`src/rtl/boot_handoff_pkg.sv`:
```
package boot_handoff_pkg;

  localparam logic [31:0] ROM_START = 32'h0010_0000;
  localparam logic [31:0] EXT_START = 32'h4200_0000;

  typedef struct packed {
    logic host;
    logic ext;
  } boot_cfg_t;

  function automatic boot_cfg_t decode_mode(input logic [2:0] pins);
    boot_cfg_t c;
    c.host = pins[2];
    c.ext  = ~pins[2] & pins[0];
    return c;
  endfunction

endpackage

```
`src/rtl/boot_cfg_latch.sv`:
```
module boot_cfg_latch (
  input  logic clk,
  input  logic rst_n,
  input  logic host_pin,
  output logic host_q,
  output logic release_q
);
  always_ff @(posedge clk) begin
    if (!rst_n) begin
      host_q    <= host_pin;
      release_q <= 1'b0;
    end else begin
      release_q <= 1'b1;
    end
  end
endmodule

```
`src/rtl/boot_regs.sv`:
```
module boot_regs #(
  parameter int DATA_W = 32,
  parameter int ADDR_W = 2
) (
  input  logic              clk,
  input  logic              rst_n,
  input  logic [DATA_W-1:0] reset_value,
  input  logic              wr_en,
  input  logic [ADDR_W-1:0] addr,
  input  logic [DATA_W-1:0] wdata,
  output logic [DATA_W-1:0] rdata,
  output logic [DATA_W-1:0] addr_word,
  output logic              done_flag
);
  localparam logic [ADDR_W-1:0] SEL_START = ADDR_W'(0);
  localparam logic [ADDR_W-1:0] SEL_DONE  = ADDR_W'(1);

  always_ff @(posedge clk) begin
    if (!rst_n) begin
      addr_word <= reset_value;
      done_flag <= 1'b0;
      rdata     <= '0;
    end else begin
      case (addr)
        SEL_START: rdata <= addr_word;
        SEL_DONE:  rdata <= {{(DATA_W-1){1'b0}}, done_flag};
        default:   rdata <= '0;
      endcase
      if (wr_en && addr == SEL_START) addr_word <= wdata;
      if (wr_en && addr == SEL_DONE && wdata[0]) done_flag <= 1'b1;
    end
  end
endmodule

```
`src/rtl/boot_jump.sv`:
```
module boot_jump #(
  parameter int DATA_W = 32
) (
  input  logic              clk,
  input  logic              rst_n,
  input  logic              host,
  input  logic              done_flag,
  input  logic [DATA_W-1:0] target,
  output logic              jump_req,
  output logic [DATA_W-1:0] jump_addr
);
  logic fired_q;
  logic fire;

  assign fire = host & done_flag & ~fired_q;

  always_ff @(posedge clk) begin
    if (!rst_n) begin
      fired_q   <= 1'b0;
      jump_req  <= 1'b0;
      jump_addr <= '0;
    end else begin
      jump_req <= fire;
      if (fire) begin
        fired_q   <= 1'b1;
        jump_addr <= target;
      end
    end
  end
endmodule

```
`src/rtl/boot_handoff_ctrl.sv`:
```
module boot_handoff_ctrl
  import boot_handoff_pkg::*;
#(
  parameter int DATA_W    = 32,
  parameter int ADDR_W    = 2,
  parameter int MODE_W    = 3,
  parameter int IGNORED_W = 10
) (
  input  logic              clk,
  input  logic              rst_n,
  input  logic [MODE_W-1:0] boot_mode,
  input  logic [ADDR_W-1:0] reg_addr,
  input  logic              reg_wr,
  input  logic [DATA_W-1:0] reg_wdata,
  output logic [DATA_W-1:0] reg_rdata,
  output logic [DATA_W-1:0] start_addr,
  output logic              cpu_rst_release,
  output logic              jump_req,
  output logic [DATA_W-1:0] jump_addr
);
  localparam int KEEP_W = DATA_W - IGNORED_W;

  boot_cfg_t         pin_cfg;
  logic [DATA_W-1:0] reset_value;
  logic [DATA_W-1:0] addr_word;
  logic              done_flag;
  logic              host_q;
  logic              unused_mode_bit;

  assign pin_cfg         = decode_mode(boot_mode[2:0]);
  assign unused_mode_bit = boot_mode[1];
  assign reset_value     = pin_cfg.ext ? DATA_W'(EXT_START) : DATA_W'(ROM_START);
  assign start_addr      = {addr_word[DATA_W-1:IGNORED_W], {IGNORED_W{1'b0}}};

  boot_cfg_latch u_cfg (
    .clk       (clk),
    .rst_n     (rst_n),
    .host_pin  (pin_cfg.host),
    .host_q    (host_q),
    .release_q (cpu_rst_release)
  );

  boot_regs #(.DATA_W(DATA_W), .ADDR_W(ADDR_W)) u_regs (
    .clk         (clk),
    .rst_n       (rst_n),
    .reset_value (reset_value),
    .wr_en       (reg_wr),
    .addr        (reg_addr),
    .wdata       (reg_wdata),
    .rdata       (reg_rdata),
    .addr_word   (addr_word),
    .done_flag   (done_flag)
  );

  boot_jump #(.DATA_W(DATA_W)) u_jump (
    .clk       (clk),
    .rst_n     (rst_n),
    .host      (host_q),
    .done_flag (done_flag),
    .target    (start_addr),
    .jump_req  (jump_req),
    .jump_addr (jump_addr)
  );

  if (KEEP_W <= 0) begin : g_bad_width
    initial $error("IGNORED_W must be below DATA_W");
  end
endmodule

```
`config.mk`:
```
export PLATFORM = sky130hd
export DESIGN_NAME = boot_handoff_ctrl
export DESIGN_NICKNAME = d
export VERILOG_FILES = /design/src/rtl/boot_handoff_pkg.sv /design/src/rtl/boot_cfg_latch.sv /design/src/rtl/boot_regs.sv /design/src/rtl/boot_jump.sv /design/src/rtl/boot_handoff_ctrl.sv
export SDC_FILE = /design/constraint.sdc
export NUM_CORES = 1
export LEC_CHECK = 0
export ABC_AREA = 1
export BUFFER_PORTS_ARGS = -buffer_cell sky130_fd_sc_hd__buf_2
export CORE_MARGIN = 10
export CORE_UTILIZATION = 45
export CTS_BUF_LIST = sky130_fd_sc_hd__clkbuf_4
export DETAILED_ROUTE_END_ITERATION = 8
export PLACE_DENSITY = 0.75
export SLEW_MARGIN = 20
export SYNTH_ARGS = -nofsm -noshare
export SYNTH_HDL_FRONTEND = slang
export SYNTH_SLANG_ARGS = --single-unit
```
`constraint.sdc`:
```
create_clock -name clk -period 2.4 [get_ports clk]
set_clock_uncertainty 0.1 [all_clocks]
set_input_delay 0.48 -clock clk [delete_from_list [all_inputs] [get_ports clk]]
set_output_delay 0.48 -clock clk [all_outputs]
set_load 0.01 [all_outputs]
```
==> summary.txt <==
Floorplan
  • # IOs: approximately 140
  • Core area: between 0.007 and 0.008 sq mm
  • Die extent in x: between 100 and 150 um
  • Die Ht: 109.0 um
  • Die area: 0.01187 sq mm
  • Initial core utilization: 46.10%
  • Cell Rows: 32

Final layout
  • Register Area: between 0.002 and 0.0025 sq mm
  • Layout Nets: roughly 530
  • Share of layout cells above drive strength 1: a little over a quarter
  • Antenna cells: 0
  • Area Growth Syn to Fin: 15.24%
  • Fill cells: 743
  • Multi-input gate area: 839.6 sq um

Clock network
  • Post-CTS Hold Buffers: 0
  • Clk Latency, worst-skew pair: roughly 430 ps
  • CTS tree: yes
  • CTS Buf Count: 9
  • CTS root buffer: clkbuf_4
  • Register clock-pin slew on the reported worst setup and hold paths: 150 ps
  • Post-CTS Setup Bufs: 0
  • Resized cells post-CTS: 0
  • H-Tree Depth: 3
  • Bufs on Longest Clock Path: 2
  • Clock sink count: just over 90

Placed design
  • RD Place Congestion: around 0.72
  • I/O Buffers: around 120
  • DP HPWL: around 5500 um

Setup path
  • Critical path endpoint category: primary output
  • Reg2reg setup slack: 1030 ps
  • CP max stage cell: edfxtp_1
  • Worst r2r dst: u_jump.jump_addr[29]
  • CP top delay family: flip-flops
  • Critical Path Max Stage Delay: 450 ps
  • Critical path, cell by cell: buf_2
  • Worst Reg-to-Reg Cells: 4
  • CP Depth: 1
  • Crit path launch type: flop
  • Crit path buf inv count: 1
  • RR Startpoint: u_regs.done_flag
  • CP Launch Point: u_regs.addr_word[26]
  • WP data required: 1820 ps
  • CP endpoint: start_addr[26]
  • Crit Path Max Fanout: 3
  • Worst path arrival time: approximately 1100 ps
  • Critical path class: reg -> out

Global route
  • Initial antenna violation count: 0
  • Total track usage: 12.81%
  • Number of global-route vias before repair: between 2k and 3k
  • GR Util met3: ~7.2%
  • Overflow after GRT: 0
  • Layer with the highest usage: met2
  • Largest net degree at the start of global routing: 47
  • First-pass GRT wire length: between 10000 and 15000 um
  • M1 GR Usage: about an eighth
  • GR Layer Usage met2: a little over a fifth

Worst hold path
  • Hold Path Depth: 1
  • Hold crit path type: in -> reg

Detailed routing
  • Via count: around 2.5k
  • Drt total wl: roughly 7600 um
  • Drt drc: 0
  • Wire per inst: around 13 um
  • Routed Antenna Nets: 0
  • DR pass1 iterations: 4
  • Via-to-Cell Ratio: about 4.2
  • Iter 0 DRT Violations: 90

Logic synthesis
  • Largest family of logic cells by synthesized area: simple AND/OR/NAND/NOR gates
  • Xor and xnor area share after synthesis: 0%
  • Mean Syn Cell Area: 8.839 sq um
  • Sequential fraction of the synthesis area: between 60% and 70%
  • Simple-Gate Fraction of Synth Area: a little over a fifth
  • Post-synth cell types: 16
  • Synth Cell Area: approximately 0.0036 sq mm
  • Cells after synthesis: about 400
  • Post-Synth Adder-Cell Area: 0%
  • Synth Area in Compound Gates: 0.6322%
  • #FFs+latches synth: 91
  • Share of the synthesized area in the top cell type: 32.60%
  • Multiplexer share of the synthesized area: 0%
  • YS warnings: 0
  • Top cells by area, synth: dfxtp_1, edfxtp_1, nand2_1
  • Yosys top cell by area: dfxtp_1

STA
  • Highest Clock Rate: approximately 620 MHz
  • RSZ-0062 raised after global routing: no
  • Hold Vio Cnt, Final: 0
  • WHS: roughly 120 ps
  • Minimum clock period: 1626 ps
  • Slew margin rel.: between 20 and 30%
  • Pins Over Slew Limit: 0
  • Final setup fails: 0
  • Crit share post-route: 67.74%
  • Setup_tns: 0 ps
  • Slew @ Worst Pin: 1054 ps

Power
  • Cell leakage power: ~2.3 nW
  • Power, Total: ~0.0030 W
  • Pwr per Cell Area: about 700 mW/mm^2
  • Peak supply drop: about 260 uV

Flow run
  • Max-cap violations: 0

Run status
  • Status: complete, no violations
==> metrics by stage <==
stage	instances	util [%]	cell area (sq um)	worst slack [ps]
3_3_place_gp	585	50.99	3940	642.9
4_1_cts	601	53.13	4105	745.0
2_1_floorplan	422	-	3633	301.9
6_report	601	53.13	4105	774.3
5_1_grt	601	53.13	4105	693.4
3_5_place_dp	585	50.99	3940	607.5
==> sequential cells by signal, summed over array words and instances (netlist names) <==
name / cells
u_regs.addr_word: 32
u_regs.rdata: 32
u_jump.jump_addr: 22
u_cfg.host_q: 1
u_cfg.release_q: 1
u_jump.fired_q: 1
u_jump.jump_req: 1
u_regs.done_flag: 1
==> layout by cell type, fill, tap and decap left out, types with 2 or more instances in the layout <==
cell type  count
a21oi_1        3
bufinv_16      2
edfxtp_1      33
dfxtp_1       58
buf_2        116
clkbuf_4      10
clkinv_4       2
conb_1        20
inv_1         56
nand2_1      111
nor2_1        77
buf_4          4
==> cells by family (layout without fill, tap and decap cells) <==
family                 count (synthesis)  in the layout
DFF                                   91             91
AOI/OAI and AO/OA                      4              4
other                                  1             20
and+or+nand+nor                      192            192
buffers and inverters                115            192
==> synth_stat cells (all sizes together) <==
cell      n
clkbuf    1
nand2   111
buf      58
nand3     2
nor2     77
nand3b    1
a21oi     3
o21a      1
dfxtp    58
edfxtp   33
inv      56
nand4     1
conb      1
==> worst min-delay path by stage <==
stage / from / end / slack [ps]
after floorplan: u_regs.addr_word[1] / u_regs.rdata[1] / 350
after global placement: u_regs.addr_word[6] / u_regs.rdata[6] / 350
after detailed placement: u_regs.addr_word[1] / u_regs.rdata[1] / 370
after CTS: boot_mode[2] / u_cfg.host_q / 90
after global routing: boot_mode[2] / u_cfg.host_q / 80
final: boot_mode[2] / u_cfg.host_q / 120
==> metal layers <==
metal	share of wire, %	vias up
li1	-	1303
met1	38	1132
met2	49	89
met3	12	11
met4	1.6	0
met5	0	-
==> power breakdown <==
part           internal [W]  switching, W  total [W]
registers           0.00169     0.0000410    0.00173
logic              0.000100      0.000174   0.000274
clock network      0.000436      0.000514   0.000951
==> final cells by class <==
type	instances	area share [%]
sequential	91	52.42
multi-input combinational	216	20.45
timing repair buffer	120	14.87
inverter	56	5.120
tap	102	3.109
clock inverter	6	2.194
clock buffer	10	1.829
Power figures use the tool's default switching activity.
